--- config.mk ---
export PLATFORM = sky130hd
export DESIGN_NAME = dp_indirect_seq
export DESIGN_NICKNAME = d
export VERILOG_FILES = /design/src/rtl/dpi_pkg.sv /design/src/rtl/dpi_ctrl.sv /design/src/rtl/dpi_path.sv /design/src/rtl/dp_indirect_seq.sv
export SDC_FILE = /design/constraint.sdc
export NUM_CORES = 1
export LEC_CHECK = 0
export BUFFER_PORTS_ARGS = -buffer_cell sky130_fd_sc_hd__buf_2
export CAP_MARGIN = 40
export CORE_MARGIN = 2
export CORE_UTILIZATION = 53
export DETAILED_ROUTE_END_ITERATION = 8
export PLACE_DENSITY_LB_ADDON = 0.3
export SETUP_SLACK_MARGIN = 0.2
export SYNTH_ARGS = -nofsm -noshare
export SYNTH_HDL_FRONTEND = slang
export SYNTH_HIERARCHICAL = 1
export SYNTH_SLANG_ARGS = --single-unit
--- constraint.sdc ---
create_clock -name clk -period 3.5 [get_ports clk]
set_input_delay 0.35 -clock clk [delete_from_list [all_inputs] [get_ports clk]]
set_output_delay 0.35 -clock clk [all_outputs]
set_load 0.02 [all_outputs]
--- src/rtl/dpi_pkg.sv ---
package dpi_pkg;
  localparam int ADDR_W = 24;
  localparam int WORD_W = 16;
  localparam int BYTE_W = ADDR_W - WORD_W;

  typedef enum logic [2:0] {
    SEL_PC, SEL_PTR0, SEL_PTR1, SEL_PTR2, SEL_DUMMY, SEL_DATA0, SEL_DATA1
  } addrSel_e;

  typedef struct packed {
    addrSel_e addrSel;
    logic     capOffset;
    logic     capLow;
    logic     capMid;
    logic     capBank;
  } pathCtl_t;

  typedef enum logic [3:0] {
    ST_IDLE, ST_OFFS, ST_INT, ST_PLO, ST_PMID, ST_PBANK, ST_DUMMY, ST_DLO, ST_DHI
  } seqState_e;

  typedef enum logic [1:0] {MODE_IND_Y, MODE_LONG_Y, MODE_LONG} dpMode_e;
endpackage

--- src/rtl/dpi_ctrl.sv ---
module dpi_ctrl
  import dpi_pkg::*;
(
  input  logic     clk,
  input  logic     rstN,
  input  logic     start,
  input  logic [7:0] opcode,
  input  logic     dpLowZero,
  input  logic     indexWide,
  input  logic     dataWide,
  input  logic     pageCross,
  output pathCtl_t ctl,
  output logic     modeLong,
  output logic     modeIndexed,
  output logic     idxWideQ,
  output logic     busValid,
  output logic     busRead,
  output logic     busWrite,
  output logic     pcStep,
  output logic     done,
  output logic     busy
);
  seqState_e state;
  dpMode_e   mode;
  logic      isStore, wideQ;
  logic      opValid;
  dpMode_e   opMode;

  always_comb begin
    opValid = 1'b1;
    opMode  = MODE_LONG;
    unique case (opcode[4:0])
      5'b10001: opMode = MODE_IND_Y;
      5'b10111: opMode = MODE_LONG_Y;
      5'b00111: opMode = MODE_LONG;
      default:  opValid = 1'b0;
    endcase
  end

  wire needDummy = isStore | idxWideQ | pageCross;

  always_ff @(posedge clk) begin
    if (!rstN) begin
      state    <= ST_IDLE;
      mode     <= MODE_LONG;
      isStore  <= 1'b0;
      wideQ    <= 1'b0;
      idxWideQ <= 1'b0;
    end else begin
      unique case (state)
        ST_IDLE: if (start && opValid) begin
          state    <= ST_OFFS;
          mode     <= opMode;
          isStore  <= (opcode[7:5] == 3'b100);
          wideQ    <= dataWide;
          idxWideQ <= indexWide;
        end
        ST_OFFS:  state <= dpLowZero ? ST_PLO : ST_INT;
        ST_INT:   state <= ST_PLO;
        ST_PLO:   state <= ST_PMID;
        ST_PMID:  state <= (mode != MODE_IND_Y) ? ST_PBANK
                         : (needDummy ? ST_DUMMY : ST_DLO);
        ST_PBANK: state <= ST_DLO;
        ST_DUMMY: state <= ST_DLO;
        ST_DLO:   state <= wideQ ? ST_DHI : ST_IDLE;
        ST_DHI:   state <= ST_IDLE;
        default:  state <= ST_IDLE;
      endcase
    end
  end

  assign modeLong    = (mode != MODE_IND_Y);
  assign modeIndexed = (mode != MODE_LONG);
  assign busy        = (state != ST_IDLE);

  always_comb begin
    ctl      = '{addrSel: SEL_PC, default: 1'b0};
    busValid = 1'b1;
    busRead  = 1'b1;
    busWrite = 1'b0;
    pcStep   = 1'b0;
    done     = 1'b0;
    unique case (state)
      ST_OFFS:  begin pcStep = 1'b1; ctl.capOffset = 1'b1; end
      ST_INT:   busRead = 1'b0;
      ST_PLO:   begin ctl.addrSel = SEL_PTR0; ctl.capLow  = 1'b1; end
      ST_PMID:  begin ctl.addrSel = SEL_PTR1; ctl.capMid  = 1'b1; end
      ST_PBANK: begin ctl.addrSel = SEL_PTR2; ctl.capBank = 1'b1; end
      ST_DUMMY: ctl.addrSel = SEL_DUMMY;
      ST_DLO: begin
        ctl.addrSel = SEL_DATA0;
        busRead = ~isStore; busWrite = isStore; done = ~wideQ;
      end
      ST_DHI: begin
        ctl.addrSel = SEL_DATA1;
        busRead = ~isStore; busWrite = isStore; done = 1'b1;
      end
      default: begin busValid = 1'b0; busRead = 1'b0; end
    endcase
  end
endmodule

--- src/rtl/dpi_path.sv ---
module dpi_path
  import dpi_pkg::*;
(
  input  logic              clk,
  input  logic              rstN,
  input  pathCtl_t          ctl,
  input  logic [BYTE_W-1:0] readData,
  input  logic [WORD_W-1:0] directPage,
  input  logic [BYTE_W-1:0] dataBank,
  input  logic [WORD_W-1:0] yIndex,
  input  logic [WORD_W-1:0] progCounter,
  input  logic              modeLong,
  input  logic              modeIndexed,
  input  logic              idxWide,
  output logic              pageCross,
  output logic [ADDR_W-1:0] busAddr
);
  logic [BYTE_W-1:0] offsetQ, lowQ, midQ, bankQ;

  always_ff @(posedge clk) begin
    if (!rstN) begin
      offsetQ <= '0; lowQ <= '0; midQ <= '0; bankQ <= '0;
    end else begin
      if (ctl.capOffset) offsetQ <= readData;
      if (ctl.capLow)    lowQ    <= readData;
      if (ctl.capMid)    midQ    <= readData;
      if (ctl.capBank)   bankQ   <= readData;
    end
  end

  logic [WORD_W-1:0] ptrBase;
  logic [ADDR_W-1:0] ptrFull, yExt, effAddr, dummyAddr;
  logic [BYTE_W:0]   lowSum;

  always_comb begin
    ptrBase   = directPage + {{(WORD_W-BYTE_W){1'b0}}, offsetQ};
    ptrFull   = {(modeLong ? bankQ : dataBank), midQ, lowQ};
    yExt      = {{(ADDR_W-WORD_W){1'b0}},
                 (idxWide ? yIndex[WORD_W-1:BYTE_W] : {BYTE_W{1'b0}}),
                 yIndex[BYTE_W-1:0]};
    effAddr   = modeIndexed ? ptrFull + yExt : ptrFull;
    lowSum    = {1'b0, lowQ} + {1'b0, yIndex[BYTE_W-1:0]};
    pageCross = lowSum[BYTE_W];
    dummyAddr = {ptrFull[ADDR_W-1:BYTE_W], lowSum[BYTE_W-1:0]};
    unique case (ctl.addrSel)
      SEL_PTR0:  busAddr = {{BYTE_W{1'b0}}, ptrBase};
      SEL_PTR1:  busAddr = {{BYTE_W{1'b0}}, ptrBase + WORD_W'(1)};
      SEL_PTR2:  busAddr = {{BYTE_W{1'b0}}, ptrBase + WORD_W'(2)};
      SEL_DUMMY: busAddr = dummyAddr;
      SEL_DATA0: busAddr = effAddr;
      SEL_DATA1: busAddr = effAddr + ADDR_W'(1);
      default:   busAddr = {{BYTE_W{1'b0}}, progCounter};
    endcase
  end
endmodule

--- src/rtl/dp_indirect_seq.sv ---
module dp_indirect_seq
  import dpi_pkg::*;
(
  input  logic              clk,
  input  logic              rstN,
  input  logic              start,
  input  logic [7:0]        opcode,
  input  logic [WORD_W-1:0] directPage,
  input  logic [BYTE_W-1:0] dataBank,
  input  logic [WORD_W-1:0] yIndex,
  input  logic [WORD_W-1:0] progCounter,
  input  logic              indexWide,
  input  logic              dataWide,
  input  logic [BYTE_W-1:0] readData,
  output logic [ADDR_W-1:0] busAddr,
  output logic              busValid,
  output logic              busRead,
  output logic              busWrite,
  output logic              pcStep,
  output logic              done,
  output logic              busy
);
  pathCtl_t ctl;
  logic modeLong, modeIndexed, idxWideQ, pageCross;

  dpi_ctrl u_ctrl (
    .clk(clk), .rstN(rstN), .start(start), .opcode(opcode),
    .dpLowZero(directPage[BYTE_W-1:0] == '0),
    .indexWide(indexWide), .dataWide(dataWide), .pageCross(pageCross),
    .ctl(ctl), .modeLong(modeLong), .modeIndexed(modeIndexed),
    .idxWideQ(idxWideQ), .busValid(busValid), .busRead(busRead),
    .busWrite(busWrite), .pcStep(pcStep), .done(done), .busy(busy)
  );

  dpi_path u_path (
    .clk(clk), .rstN(rstN), .ctl(ctl), .readData(readData),
    .directPage(directPage), .dataBank(dataBank), .yIndex(yIndex),
    .progCounter(progCounter), .modeLong(modeLong),
    .modeIndexed(modeIndexed), .idxWide(idxWideQ),
    .pageCross(pageCross), .busAddr(busAddr)
  );
endmodule

==> summary.txt <==
Critical path
  • Reg2reg end: u_ctrl/state[0]
  • Max FO, Critical Path: 3
  • Worst EP required: 3150 ps
  • Worst Setup Path Type: reg -> out
  • Cells on worst reg2reg path: 9
  • Setup crit start kind: register
  • Arrival @ worst endpoint: 3890 ps
  • Reg-to-Reg Start: u_path/lowQ[4]
  • R2r setup slk: 780 ps
  • CP Capture Type: primary output

Die
  • Row cnt: 38
  • Die X: 111 µm
  • Die area: 0.0122 mm²
  • Core area: 0.0109 mm²
  • Die height: about 110 µm
  • Initial Util: 55.0%
  • IO Pins: 107

Power and ir drop
  • VDD IR max: 0.000290 V
  • Leak: 3.53 nW
  • Power Dens Cells: 144 mW/mm²

Drt
  • WL final: 22600 µm
  • First-pass iteration count of the detailed router: 5
  • Iter 0 DRT Violations: 862
  • Wire length per cell: around 19 µm
  • Vias: 7578
  • Final ANT Viol Nets: 0
  • DRC viols: 0
  • Via-to-Cell Ratio: ~6.4

Global route
  • Vias in the first global route: 7033
  • Antenna violations before repair: 0
  • Largest net degree at the start of global routing: 43
  • GRT overflow: 0
  • Global-route wire length before repair: 34500 µm
  • GRT Util Overall: 33.8%

Clock tree
  • CTS hold repair buffers: 0
  • Clock network latency to the later pin of the worst-skew pair: 280 ps
  • Clk buf depth: 2
  • Clock edge transition at the registers on the reported setup and hold paths: 60 ps
  • TritonCTS clock tree: built
  • Clk root buf: clkbuf_16
  • CTS Sinks: 41
  • CTS buffer count: 5
  • H-Tree Depth: 2

Yosys
  • Ranking of synthesized cells by area: dfxtp_1, mux2i_1, ha_1
  • Mapped cell area: 0.00601 mm²
  • Mapped Nets: just over 900
  • Post-synth top area share: 13.7%
  • EDFF count, synth: 0
  • Post-Synthesis Cells: between 800 and 900
  • Syn avg cell area: roughly 7.4 µm²
  • Seq/Total Area, Yosys: between 10 and 15%
  • Synth Register Bits: 41
  • Ys async rst share: 0%
  • Ys Warns: 6
  • Primary FF master, synth: dfxtp_1
  • Unique cell type count in the Yosys netlist: between 100 and 150
  • Cell taking the most area after synthesis: dfxtp_1

STA
  • Fin. max-slew vios: 0
  • Final setup violation count: 18
  • Min cycle time layout: 4240 ps
  • Final hold vios: 0
  • Final hold slack: 313 ps
  • Clock Skew: ~2.2 ps
  • RSZ-0062 raised after global routing: yes
  • FMAX: 0.236 GHz
  • Period utilisation layout: 121%
  • Worst rel slew slack: 38.4%
  • Slack of the critical path: -735 ps
  • Least-Margin Pin Slew: 921 ps

Min path
  • Hold wc startpoint: dataWide
  • Hold Path Stages: 3
  • Hold Path Sink: u_ctrl/wideQ
  • Hold WC Path Type: in -> reg

Placement
  • RePlAce Congestion: 0.966
  • DP HPWL: 16800 µm
  • PortBufs: 106

Run
  • Maxcap violations: 0

Final layout
  • Final Core Density: 78.0%
  • Ant diodes: 0
  • Nets: 1157
  • Layout cell share with drive strength beyond 1: 39.4%
  • Area Overhead vs Synth: 41.9%

Status
  • Status: complete, but fails checks
  • Failing checks: negative setup slack
-- routing by layer --
metal  wire (µm)  track usage (%)  up-vias
met5           0                0        -
met4         939             13.8        0
met3        2240             6.37       86
met2       10700             57.0      437
met1        8700             42.4     3557
li1            -                -     3498
-- cell families (layout without fill, tap and decap cells) --
group | after synthesis | in the layout | synth area share, %
AO/OA/AOI/OAI | 253 | 253 | 30.0
XOR/XNOR | 43 | 43 | 6.39
adder cells (fa/ha/maj) | 29 | 29 | 6.29
buffers and inverters | 77 | 319 | 6.26
flip-flops | 41 | 41 | 13.7
multiplexers | 53 | 53 | 8.91
AND/OR/NAND/NOR | 314 | 314 | 28.5
-- where the power goes --
part / internal [mW] / switching [mW]
Clock: 0.261 / 0.180
Sequential: 0.470 / 0.00390
Combinational: 0.150 / 0.165
Total: 0.881 / 0.349
-- sequential cells by signal (all words and copies together) (netlist names) --
name             flops
u_ctrl/isStore       1
u_ctrl/wideQ         1
u_path/midQ          8
u_ctrl/state         4
u_path/offsetQ       8
u_path/bankQ         8
u_ctrl/mode          2
u_ctrl/idxWideQ      1
u_path/lowQ          8
-- final cells by class --
type	instances	area [µm²]
multi-input cells	692	5280
fillers	791	2400
repair buffers	283	2010
flip-flops and latches	41	826
well taps	140	175
clock buffers	5	125
inverters	28	105
clock inverters	3	17.5
-- cell usage in the layout, fill, tap and decap left out, drive strengths merged, types with 5 or more instances in the layout --
cell type,synthesis,routed
nand2b,9,9
o21ai,44,44
or3,9,9
a211oi,15,15
o311ai,6,6
xnor2,28,28
ha,27,27
a41oi,5,5
or4,7,7
nor3b,7,7
nand3,18,18
o211ai,10,10
mux2i,49,49
nand3b,8,8
or2,5,5
a31oi,17,17
a21o,15,15
nor3,21,21
clkbuf,36,5
xor2,15,15
buf,13,283
inv,26,26
nand4,15,15
o22ai,9,9
and2,16,16
nor2b,40,40
nand2,59,59
dfxtp,41,41
a21oi,63,63
and3,6,6
o31ai,5,5
nor2,77,77
o21a,6,6
-- synth_stat cells, types with 4 or more instances --
cell type  number
o311ai_0        5
nand3_1        18
mux2i_1        49
nand3b_1        7
xor2_1         14
nand2_1        59
o2111a_1        4
o22ai_1         9
nor3_1         19
a41oi_1         5
a21oi_1        60
and3_1          6
o21ai_0        36
o21ai_1         6
o211ai_1        9
dfxtp_1        41
or4_1           7
o221ai_1        4
o21a_1          6
nor2_1         76
nor2b_1        40
nand4_1        15
a211o_1         4
buf_6           6
mux2_2          4
a211oi_1       11
o31ai_1         4
inv_1          23
a31oi_1        17
clkbuf_1       33
xnor2_1        28
and2_1         16
ha_1           27
nand2b_1        9
nor3b_1         6
or2_2           4
a21o_1         14
or3_1           8
-- how the worst max path moves through the flow --
| stage | startpoint | end | slack (ps) | cells past startpoint |
|---|---|---|---|---|
| after floorplan | yIndex[0] | busAddr[22] | -90 | 13 |
| after global placement | yIndex[0] | busAddr[22] | -400 | 15 |
| after detailed placement | yIndex[0] | busAddr[22] | -420 | 15 |
| after CTS | u_path/lowQ[0] | busAddr[22] | -480 | 14 |
| after global routing | u_ctrl/idxWideQ | busAddr[22] | -840 | 13 |
| final | u_path/lowQ[0] | busAddr[22] | -740 | 14 |
-- through the flow --
stage / std cells / area, µm² / power, mW / setup TNS [ps] / setup WS (ps)
finish: 1192 / 8530 / 1.23 / -8530 / -735
global route: 1192 / 8530 / 1.28 / -10370 / -838
CTS: 1181 / 8200 / 1.22 / -5140 / -480
detailed placement: 1163 / 7750 / 0.774 / -3980 / -418
global placement: 1163 / 7750 / 0.768 / -3640 / -404
floorplan: 810 / 6130 / 0.641 / -151 / -87.3
-- critical path, stage by stage (launching register included) --
cell and delay (ps):
dfxtp_2 350, ha_4 130, inv_2 30, fa_2 330, and2b_4 290, o2111ai_4 120
a311o_1 420, a211oi_2 280, a22oi_2 150, or4_4 470, nor3_4 290, nand4_1 190
xor2_1 210, o22ai_2 190, buf_6 150
-- what timing repair did --
| action | CTS | global route |
|---|---|---|
| setup buffers | 10 | 11 |
| resized for setup | 65 | 54 |
| pin swaps | 31 | 34 |
| setup endpoints to repair | 24 | 24 |
(Power assumes the default switching activity.)
